## src/rtl/boot_copier_pkg.sv

```systemverilog
package boot_copier_pkg;

   typedef enum logic [1:0] {
      BC_IDLE  = 2'd0,
      BC_READ  = 2'd1,
      BC_WRITE = 2'd2,
      BC_DONE  = 2'd3
   } bc_state_e;

   function automatic int bc_idx_w(input int n);
      return (n > 1) ? $clog2(n) : 1;
   endfunction

endpackage

```

## src/rtl/bc_seq.sv

```systemverilog
module bc_seq
   import boot_copier_pkg::*;
(
   input  logic      clk,
   input  logic      rst_n,
   input  logic      boot_en,
   input  logic      beat_take,
   input  logic      beat_last,
   input  logic      last_word,
   output bc_state_e state,
   output logic      done_q
);

   bc_state_e state_d;

   always_comb begin
      state_d = state;
      unique case (state)
         BC_IDLE:  state_d = boot_en ? BC_READ : BC_DONE;
         BC_READ:  if (beat_take && beat_last) state_d = BC_WRITE;
         BC_WRITE: state_d = last_word ? BC_DONE : BC_READ;
         BC_DONE:  state_d = BC_DONE;
         default:  state_d = BC_IDLE;
      endcase
   end

   always_ff @(posedge clk or negedge rst_n) begin
      if (!rst_n) begin
         state  <= BC_IDLE;
         done_q <= 1'b0;
      end else begin
         state <= state_d;
         if (state != BC_DONE && state_d == BC_DONE) done_q <= 1'b1;
      end
   end

   AST_WRITE_AFTER_BEAT: assert property (@(posedge clk) disable iff (!rst_n)
      (state == BC_WRITE) |-> $past(beat_take && beat_last)) else $error("write without read");

endmodule

```

## src/rtl/bc_addr_gen.sv

```systemverilog
module bc_addr_gen
   import boot_copier_pkg::*;
#(
   parameter int             AW        = 32,
   parameter int             RD_W      = 32,
   parameter int             WR_W      = 32,
   parameter int             IMG_BYTES = 1024,
   parameter logic [AW-1:0]  SRC_BASE  = 32'h6000_0000,
   parameter logic [AW-1:0]  DST_BASE  = '0
) (
   input  logic          clk,
   input  logic          rst_n,
   input  logic          beat_take,
   input  logic          word_commit,
   output logic [AW-1:0] rd_addr,
   output logic [AW-1:0] wr_addr,
   output logic          beat_last,
   output logic          last_word
);

   localparam int RB    = RD_W / 8;
   localparam int WB    = WR_W / 8;
   localparam int BEATS = WR_W / RD_W;
   localparam int WORDS = IMG_BYTES / WB;
   localparam int WI_W  = bc_idx_w(WORDS);
   localparam int BI_W  = bc_idx_w(BEATS);

   logic [WI_W-1:0] word_q;
   logic [AW-1:0]   word_off;

   always_ff @(posedge clk or negedge rst_n) begin
      if (!rst_n)           word_q <= '0;
      else if (word_commit) word_q <= word_q + 1'b1;
   end

   assign word_off  = AW'(word_q) * AW'(WB);
   assign wr_addr   = DST_BASE + word_off;
   assign last_word = (word_q == WI_W'(WORDS - 1));

   generate
      if (BEATS == 1) begin : g_single
         wire unused_take = beat_take;
         assign beat_last = 1'b1;
         assign rd_addr   = SRC_BASE + word_off;
      end else begin : g_multi
         logic [BI_W-1:0] beat_q;
         always_ff @(posedge clk or negedge rst_n) begin
            if (!rst_n)          beat_q <= '0;
            else if (beat_take)  beat_q <= beat_last ? '0 : beat_q + 1'b1;
         end
         assign beat_last = (beat_q == BI_W'(BEATS - 1));
         assign rd_addr   = SRC_BASE + word_off + AW'(beat_q) * AW'(RB);
      end
   endgenerate

   AST_NO_WORD_OVERRUN: assert property (@(posedge clk) disable iff (!rst_n)
      word_commit && last_word |=> !word_commit) else $error("write past image end");

endmodule

```

## src/rtl/bc_pack.sv

```systemverilog
module bc_pack #(
   parameter int RD_W = 32,
   parameter int WR_W = 32
) (
   input  logic            clk,
   input  logic            rst_n,
   input  logic            take,
   input  logic [RD_W-1:0] rd_data,
   output logic [WR_W-1:0] word
);

   generate
      if (RD_W == WR_W) begin : g_direct
         always_ff @(posedge clk or negedge rst_n) begin
            if (!rst_n)    word <= '0;
            else if (take) word <= rd_data;
         end
      end else begin : g_shift
         // earliest beat (lowest address) ends up in the low bits
         always_ff @(posedge clk or negedge rst_n) begin
            if (!rst_n)    word <= '0;
            else if (take) word <= {rd_data, word[WR_W-1:RD_W]};
         end
      end
   endgenerate

endmodule

```

## src/rtl/boot_copier.sv

```systemverilog
module boot_copier
   import boot_copier_pkg::*;
#(
   parameter int             AW        = 32,
   parameter int             RD_W      = 32,
   parameter int             WR_W      = 32,
   parameter int             IMG_BYTES = 1024,
   parameter logic [AW-1:0]  SRC_BASE  = 32'h6000_0000,
   parameter logic [AW-1:0]  DST_BASE  = '0
) (
   input  logic            clk,
   input  logic            rst_n,
   input  logic            boot_en,
   output logic            rd_req,
   output logic [AW-1:0]   rd_addr,
   input  logic            rd_valid,
   input  logic [RD_W-1:0] rd_data,
   output logic            wr_en,
   output logic [AW-1:0]   wr_addr,
   output logic [WR_W-1:0] wr_data,
   output logic            core_run,
   output logic            done
);

   generate
      if (RD_W % 8 != 0 || RD_W < 8)       begin : g_bad_rd  $error("RD_W must be whole bytes"); end
      if (WR_W % RD_W != 0)                begin : g_bad_ratio $error("WR_W must be a multiple of RD_W"); end
      if (IMG_BYTES % (WR_W / 8) != 0)     begin : g_bad_img $error("IMG_BYTES must be whole words"); end
      if (IMG_BYTES < WR_W / 8)            begin : g_small_img $error("IMG_BYTES below one word"); end
   endgenerate

   bc_state_e state;
   logic      beat_take, beat_last, last_word, done_q;

   assign rd_req    = (state == BC_READ);
   assign wr_en     = (state == BC_WRITE);
   assign core_run  = (state == BC_DONE);
   assign done      = done_q;
   assign beat_take = rd_req & rd_valid;

   bc_seq u_seq (
      .clk       (clk),
      .rst_n     (rst_n),
      .boot_en   (boot_en),
      .beat_take (beat_take),
      .beat_last (beat_last),
      .last_word (last_word),
      .state     (state),
      .done_q    (done_q)
   );

   bc_addr_gen #(
      .AW(AW), .RD_W(RD_W), .WR_W(WR_W), .IMG_BYTES(IMG_BYTES),
      .SRC_BASE(SRC_BASE), .DST_BASE(DST_BASE)
   ) u_addr (
      .clk         (clk),
      .rst_n       (rst_n),
      .beat_take   (beat_take),
      .word_commit (wr_en),
      .rd_addr     (rd_addr),
      .wr_addr     (wr_addr),
      .beat_last   (beat_last),
      .last_word   (last_word)
   );

   bc_pack #(.RD_W(RD_W), .WR_W(WR_W)) u_pack (
      .clk     (clk),
      .rst_n   (rst_n),
      .take    (beat_take),
      .rd_data (rd_data),
      .word    (wr_data)
   );

   AST_REQ_HELD: assert property (@(posedge clk) disable iff (!rst_n)
      rd_req && !rd_valid |=> rd_req && $stable(rd_addr)) else $error("request dropped");
   AST_CORE_STALLED: assert property (@(posedge clk) disable iff (!rst_n)
      wr_en |-> !core_run) else $error("core ran during copy");
   AST_RUN_STICKY: assert property (@(posedge clk) disable iff (!rst_n)
      core_run |=> core_run && done) else $error("release not sticky");
   AST_QUIET_AFTER_DONE: assert property (@(posedge clk) disable iff (!rst_n)
      done |-> !rd_req && !wr_en && core_run) else $error("traffic after done");
   AST_NOBOOT_QUIET: assert property (@(posedge clk) disable iff (!rst_n)
      !boot_en |-> !rd_req && !wr_en) else $error("traffic in no-boot");

endmodule

```

## config.mk

```make
export PLATFORM = sky130hd
export DESIGN_NAME = boot_copier
export DESIGN_NICKNAME = d
export VERILOG_FILES = /design/src/rtl/boot_copier_pkg.sv /design/src/rtl/bc_seq.sv /design/src/rtl/bc_addr_gen.sv /design/src/rtl/bc_pack.sv /design/src/rtl/boot_copier.sv
export SDC_FILE = /design/constraint.sdc
export NUM_CORES = 1
export LEC_CHECK = 0
export ABC_CLOCK_PERIOD_IN_PS = 1400
export BUFFER_PORTS_ARGS = -buffer_cell sky130_fd_sc_hd__buf_2
export CORE_ASPECT_RATIO = 0.7
export CORE_MARGIN = 1.5
export CORE_UTILIZATION = 43
export CTS_CLUSTER_DIAMETER = 120
export DETAILED_ROUTE_END_ITERATION = 7
export PLACE_DENSITY = 0.85
export SLEW_MARGIN = 25
export SYNTH_ARGS = -nofsm -noshare
export SYNTH_HDL_FRONTEND = slang
export SYNTH_SLANG_ARGS = --single-unit
```

## constraint.sdc

```tcl
create_clock -name clk -period 1.4 [get_ports clk]
set_input_delay 0.07 -clock clk [delete_from_list [all_inputs] [get_ports clk]]
set_output_delay 0.07 -clock clk [all_outputs]
set_load 0.01 [all_outputs]
```

* Word-level counts from Yosys, hierarchy flattened *
Index checks and enable logic that the tools add are counted.

operators by class
  add/sub/neg operators = 2
  eq/ne operators = 6
  muxes and demuxes = 4
  bitwise logic cells = 1
  reduce and logical (&&, ||, !) cells = 2

operators with widths
  cell                      number
  $add A31 B10 Y32 const A  1
  $add A8 B1 Y8 const B     1
  $eq A8 B8 Y1 const B      1
  $pmux W2 S4               1
  $eq A2 B2 Y1 const B      3
  $mux W2                   3
  $eq A2 B1 Y1 const B      1
  $logic_not A2 Y1          1
  $ne A2 B2 Y1 const B      1
  $and A1 B1 Y1             1
  $logic_and A1 B1 Y1       1

word-level totals
  flip-flop bits (word level) = 43
  input port bits = 36
  output and inout bits = 100
  word-level logic and storage cells = 19

* Longest topological paths before layout *
Gate-level depths: netlist (run 1).

  depth in word-level cells = 6
  gate-level depth with buffers = 4
  gate-level depth less buffers = 3

* Hierarchy *
Synthesis (run 1) repeated with hierarchy kept, for this count alone.

second synthesis, totals
  cells, all modules = 172
  area, all modules = 2293.4 sq um

modules (own cells, without submodules)
  module       instances  cells an instance  area an instance (sq um)  seq. area each (sq um)
  bc_pack      1          68                 1345.0                    800.8
  bc_addr_gen  1          87                 782.0                     200.2
  bc_seq       1          13                 133.9                     75.1
  boot_copier  1          4                  32.5                      0.0

* Worst setup path before layout (run 1) *
No wires, ideal clock.

  path type = register to register
  from = reg u_seq.state[1]
  to = reg u_pack.word[0]
  setup time = 125 ps
  arrival = 1163 ps
  required time = 1275 ps
  slack = 112 ps
  stages on the path, launching flop included = 5
  path buffers = 1
  clock period less this slack = 1288 ps
  path through = dfrtp_1 > nor2b_4 > nand2_4 > buf_12 > mux2_4

on the way
  word-level cells in the longest chain between the ends = 2

RTL lines
  element                   line               RTL
  start: declaration        bc_seq.sv:10       output bc_state_e state,
  start signal: assignment  bc_seq.sv:32       state <= state_d;
  $eq A2 B1 Y1              boot_copier.sv:35  assign rd_req = (state == BC_READ);
  net rd_req                boot_copier.sv:14  output logic rd_req,
  $and A1 B1 Y1             boot_copier.sv:39  assign beat_take = rd_req & rd_valid;
  end signal: assignment    bc_pack.sv:16      else if (take) word <= rd_data;
  end: declaration          bc_pack.sv:9       output logic [WR_W-1:0] word

The timed path passes the listed nets, and every way through them passes these cells.
A chain may end at the register's enable or synchronous reset.

* Final worst setup path (run 1) *
  from = reg u_seq.state[0]
  to = reg u_pack.word[22]

on the way
  word-level cells in the longest chain between the ends = 2

RTL lines
  element        line
  $eq A2 B1 Y1   boot_copier.sv:35
  $and A1 B1 Y1  boot_copier.sv:39

Every way passes these cells.

==> flow_summary.ini, run 1 <==
[worst_setup_path]
start_kind = flop
worstSetupPathType = reg2reg
crit_path_end_kind = flop
cp_max_fo = 18
critPathRequiredTime_ps = 1580
reg2reg_to = u_pack.word[22]$_DFFE_PN0P_
reg2reg_from = u_seq.state[0]$_DFF_PN0_
rr_worst_depth = 4
r2r_setup_slack_ps = 80
crit_arrival_ps = 1500

[sta]
period_minus_slack_ps = 1320
final-hold-violation-count = 0
fin_setup_tns_ps = 0
drv_slew = 0
rsz0062_at_grt = false
setup_viol = 0
fmax_mhz = 756
skew_ps = 6.57
period_share_pct = 94.5
setup_ws_ps = 76.8

[synthesis]
synth_mux_area_share_pct = 21.3
synth_top_area_cell = dfrtp_1
synthCells = 166
synth-compound-area-share_pct = 0.609
synthAdderAreaFrac_pct = 0.554
synth_area_per_cell_sq_um = 13.6
synth_area_leaders = dfrtp_1, mux2_4, buf_4
ys_seq_area_share_pct = 47.6
synth_cell_types = 24
synth-simple-area-share_pct = 5.21
synth_common_cells = buf_4, dfrtp_1, mux2_4
synth-xor-area-share_pct = 2.71
yosys_warnings = 0
async_flop_share_pct = 100
synthFlopType = dfrtp_1
synth_edf_count = 0
yosysMostFrequentCell = buf_4
syn-cell-area_sq_um = 2260
yosys_register_bits = 43
synth_top_family_by_area = buffers and inverters
synth_top_area_share_pct = 47.6

[layout]
syn_to_final_growth_pct = 32.0
regArea_sq_um = 1080
multiInputGateArea_sq_um = 866
final_util_pct = 60.7
final_layout_size_suffix_gt1_share_pct = 48.9
nets = 318
stdcell_count = 351
diodes = 0
fillers = 376

[place]
dp_cells = 312
dp_slack_ps = 94.7
place_congestion = 0.767
place_hpwl_mm = 2.82
numPortBuffers = 87

[cts]
htreeDepth = 2
cts_hold_buf = 20
cts_sinks = 43
clockBufferDepth = 2
tritoncts = built
post-cts-setup-buffers = 0
insertion_delay_ps = 290
clk_pin_slew_worst_paths_ps = 80
cts_made_buffers = 5
cts_resized = 0
cts_root_buf = clkbuf_8

[floorplanning]
die_h_um = 63.6
fp.dieW_um = 89.6
start_util_pct = 46.0
die_area_sq_um = 5700
io_pins = 136
row_count = 21
coreArea_sq_um = 4910

[detailed_routing]
drt-total-wl_mm = 4.29
drc = 0
avgRoutedWirePerCell_um = 12.2
antenna_left = 0
drtPass1Iterations = 4
drt_iter0_drc = 24
vias = 1444
avgViaCountPerCell = 4.11

[worst_hold_path]
min_path_cells = 2
hold_end = u_pack.word[2]$_DFFE_PN0P_
min_path_type = in2reg
hp-start = rd_data[2]

[grt]
antenna_found_initial = 0
overflow = 0
grt_use_total_pct = 14.0
grt_pass1_wl_mm = 5.98
grt_pass1_vias = 1288
grt_max_degree = 28

[run_status]
status = finished clean

[run]
maxCapViolations = 0

[power_and_ir_drop]
ir_worst_vdd_v = 0.000980
power.density_nw_per_um2 = 1760
cellLeakagePower_nw = 1.67
-- report_power, final --
group	switching, mW	leakage, nW	internal [mW]
Combinational	0.859	1.08	1.20
Sequential	0.330	0.527	1.74
Clock	0.415	0.0644	0.711
-- layout by cell type, fill, tap and decap left out, drive strengths merged --
| cell | synthesis | final |
|---|---|---|
| a21o | 1 | 1 |
| xnor2 | 6 | 6 |
| clkinvlp | 0 | 1 |
| inv | 1 | 1 |
| dlygate4sd3 | 0 | 31 |
| nand4 | 5 | 5 |
| and3 | 1 | 1 |
| dfrtp | 43 | 43 |
| nor2b | 1 | 1 |
| and2 | 1 | 1 |
| xor2 | 1 | 1 |
| and4b | 1 | 1 |
| clkbuf | 0 | 5 |
| conb | 2 | 48 |
| a21oi | 1 | 1 |
| mux2 | 33 | 33 |
| nor2 | 1 | 1 |
| ha | 1 | 1 |
| nor3 | 1 | 1 |
| nor3b | 1 | 1 |
| and2b | 1 | 1 |
| buf | 60 | 91 |
| bufinv | 0 | 2 |
| nand2 | 4 | 4 |
-- critical path, cell delays in order, from the launching register on --
cell	delay, ps
dfrtp_1	430
nor2b_4	160
nand2_4	90
buf_12	180
mux2_2	340
-- cells by family after synthesis --
logic type,Yosys count
buffers and inverters,61
DFF,43
muxes,33
and+or+nand+nor,17
xor gates and xnor gates,7
other,2
AOI/OAI and AO/OA,2
adders and majority gates,1
-- per-stage QoR --
step | power [mW] | hold WS, ps | area [sq um]
floorplan | 3.47 | -226 | 2430
global placement | 4.02 | 3.92 | 2530
detailed placement | 4.07 | 15.3 | 2530
CTS | 5.28 | 1.91 | 2870
global route | 5.63 | 0.465 | 2980
finish | 5.26 | 15.8 | 2980
-- worst max path at each step --
stage                             start                          end
2_1_floorplan  u_seq.state[1]$_DFF_PN0_   u_pack.word[0]$_DFFE_PN0P_
3_3_place_gp   u_seq.state[0]$_DFF_PN0_  u_pack.word[22]$_DFFE_PN0P_
3_5_place_dp   u_seq.state[0]$_DFF_PN0_  u_pack.word[22]$_DFFE_PN0P_
4_1_cts        u_seq.state[1]$_DFF_PN0_                        wr_en
5_1_grt        u_seq.state[0]$_DFF_PN0_  u_pack.word[22]$_DFFE_PN0P_
6_report       u_seq.state[0]$_DFF_PN0_  u_pack.word[22]$_DFFE_PN0P_
-- state kept, by name, indices dropped and copies added, names as in the netlist --
register and flops:
u_pack.word 32, u_addr.word_q 8, u_seq.state 2, u_seq.done_q 1
-- area by class of cell --
class | count | area share, %
well taps | 69 | 2.90
flip-flops and latches | 43 | 36.1
repair buffers | 122 | 27.3
inverters | 1 | 0.126
clock inverters | 3 | 2.27
clock buffers | 5 | 2.31
multi-input cells | 108 | 29.0
-- metal layers --
metal | vias up | GRT usage (%) | part of all wire, %
met5 | - | 0 | 0
li1 | 679 | - | -
met4 | 0 | 3.46 | 0
met2 | 73 | 22.5 | 49
met3 | 0 | 5.37 | 9.0
met1 | 692 | 17.6 | 42
(Power assumes the default switching activity.)
==> run 2: changes to the inputs <==
--- a/config.mk
+++ b/config.mk
@@ -8,8 +8,10 @@
 export ABC_CLOCK_PERIOD_IN_PS = 1400
 export BUFFER_PORTS_ARGS = -buffer_cell sky130_fd_sc_hd__buf_2
+export CAP_MARGIN = 20
 export CORE_ASPECT_RATIO = 0.7
 export CORE_MARGIN = 1.5
 export CORE_UTILIZATION = 43
 export CTS_CLUSTER_DIAMETER = 120
+export CTS_CLUSTER_SIZE = 25
 export DETAILED_ROUTE_END_ITERATION = 7
 export PLACE_DENSITY = 0.85
==> constraint.sdc (replaced) <==
create_clock -name clk -period 1.4 [get_ports clk]
set_input_delay 0.21 -clock clk [delete_from_list [all_inputs] [get_ports clk]]
set_output_delay 0.21 -clock clk [all_outputs]
set_load 0.01 [all_outputs]
==> run 2 against run 1 <==
Compared with the run above:
- critical path depth shrank 1
- non-clock buffer count shrank 28
- sequential cell count is the same
- sequential power is essentially flat
- total power shrank 1.1%
- sequential share of layout area grew 3.7 points
- core utilization shrank 5.6 points
- die area is the same
- register-to-register slack lost 30 ps
- critical endpoint is now wr_en
- highest routed layer is now met4
==> flow_summary.ini, run 2 (same netlist as run 1, synthesis figures left out) <==
[run_status]
status = finished clean

[worst_setup_path]
worstSetupPathType = reg2out
start_kind = flop
crit_path_end_kind = primary output
critPathRequiredTime_ps = 1190
crit_arrival_ps = 1160
cp_max_fo = 5

[sta]
skew_ps = 4.83
final-hold-violation-count = 0
setup_viol = 0
period_share_pct = 97.5
drv_slew = 0
rsz0062_at_grt = true
setup_ws_ps = 34.5
fin_setup_tns_ps = 0
fmax_mhz = 732
period_minus_slack_ps = 1370

[worst_hold_path]
min_path_type = in2reg

[detailed_routing]
drc = 0
wl_met2_mm = 1.71
wl_met3_um = 373
drt_iter0_drc = 35
wl_met1_mm = 1.70
vias = 1323
antenna_left = 0
drt-total-wl_mm = 3.81
avgViaCountPerCell = 4.10
top_layer = met4
drtPass1Iterations = 2
avgRoutedWirePerCell_um = 11.8

[layout]
regMostFlops = u_pack.word
reg.largest.list = u_pack.word (32), u_addr.word_q (8), u_seq.state (2)
largest_reg_flops = 32
final_common_cell = buf_2
diodes = 0
final_layout_size_suffix_gt1_share_pct = 55.1
syn_to_final_growth_pct = 19.8
stdcell_count = 323
layout_common_cells = buf_2, conb_1, dfrtp_1
nets = 290

[cts]
clk_pin_slew_worst_paths_ps = 80
cts_made_buffers = 5
clockBufferDepth = 2
htreeDepth = 2
insertion_delay_ps = 290
tritoncts = built
cts_sinks = 43
cts_root_buf = clkbuf_8

[power_and_ir_drop]
power.density_nw_per_um2 = 1920
cellLeakagePower_nw = 1.56
ir_worst_vdd_v = 0.000963

[place]
dp_slack_ps = 94.7
numPortBuffers = 87
place_hpwl_mm = 2.82
place_congestion = 0.767
dp_cells = 312

[floorplanning]
row_count = 21
coreArea_sq_um = 4910
die_h_um = 63.6
die_area_sq_um = 5700
start_util_pct = 46.0
fp.dieW_um = 89.6
io_pins = 136

[grt]
grt_use_total_pct = 13.0
grt_pass1_vias = 1166
antenna_found_initial = 0
grt_pass1_wl_mm = 5.52
overflow = 0
grt_max_degree = 28

[run]
maxCapViolations = 0
run 2: final cells by class:
cell class,instances,area (sq um)
well taps,69,86.3
flip-flops and latches,43,1080
inverters,1,3.75
repair buffers,94,538
multi-input cells,108,866
clock inverters,3,67.6
fillers,431,2210
clock buffers,5,68.8
run 2: path summary, 6_finish.rpt:
path / from / to / slack (ps) / cells after the start
min: rd_data[7] / u_pack.word[7]$_DFFE_PN0P_ / 140 / 2
min reg2reg: u_seq.done_q$_DFFE_PN0P_ / u_seq.done_q$_DFFE_PN0P_ / 490 / 2
max reg2reg: u_seq.state[1]$_DFF_PN0_ / u_pack.word[26]$_DFFE_PN0P_ / 50 / 5
min in group asynchronous: rst_n / u_pack.word[17]$_DFFE_PN0P_ / 360 / 2
max in group asynchronous: rst_n / u_addr.word_q[1]$_DFFE_PN0P_ / 550 / 3
max: u_seq.state[1]$_DFF_PN0_ / wr_en / 30 / 3
run 2: per-stage QoR:
stage                     util, %  power (mW)  instance area [sq um]  hold slack (ps)
after floorplan                 -        3.47                   2430            -85.6
after global placement       51.6        4.02                   2530              144
after detailed placement     51.6        4.07                   2530              155
after CTS                    54.9        5.26                   2700              131
after global routing         55.1        5.58                   2710              117
final                        55.1        5.20                   2710              143
run 2: per-layer routing:
layer / vias to the layer above / GRT usage (%)
li1: 618 / -
met1: 636 / 17.4
met2: 66 / 19.0
met3: 3 / 5.64
met4: 0 / 3.46
met5: - / 0
run 2: report_power, final:
group          total (mW)  switching (mW)  internal [mW]
Clock                1.13           0.422          0.711
Combinational        2.01           0.841           1.17
Sequential           2.06           0.316           1.74
run 2: timing repair:
action	CTS	global route
hold buffers	1	0
setup buffers	2	0
setup endpoints to repair	1	1
cloned	0	0
endpoints found under the hold margin	16	0
gates resized for setup	0	2
run 2: worst max-delay path, stage by stage, from the launching register on:
cell	delay (ps)
dfrtp_1	400
buf_6	130
and2b_2	220
buf_6	120
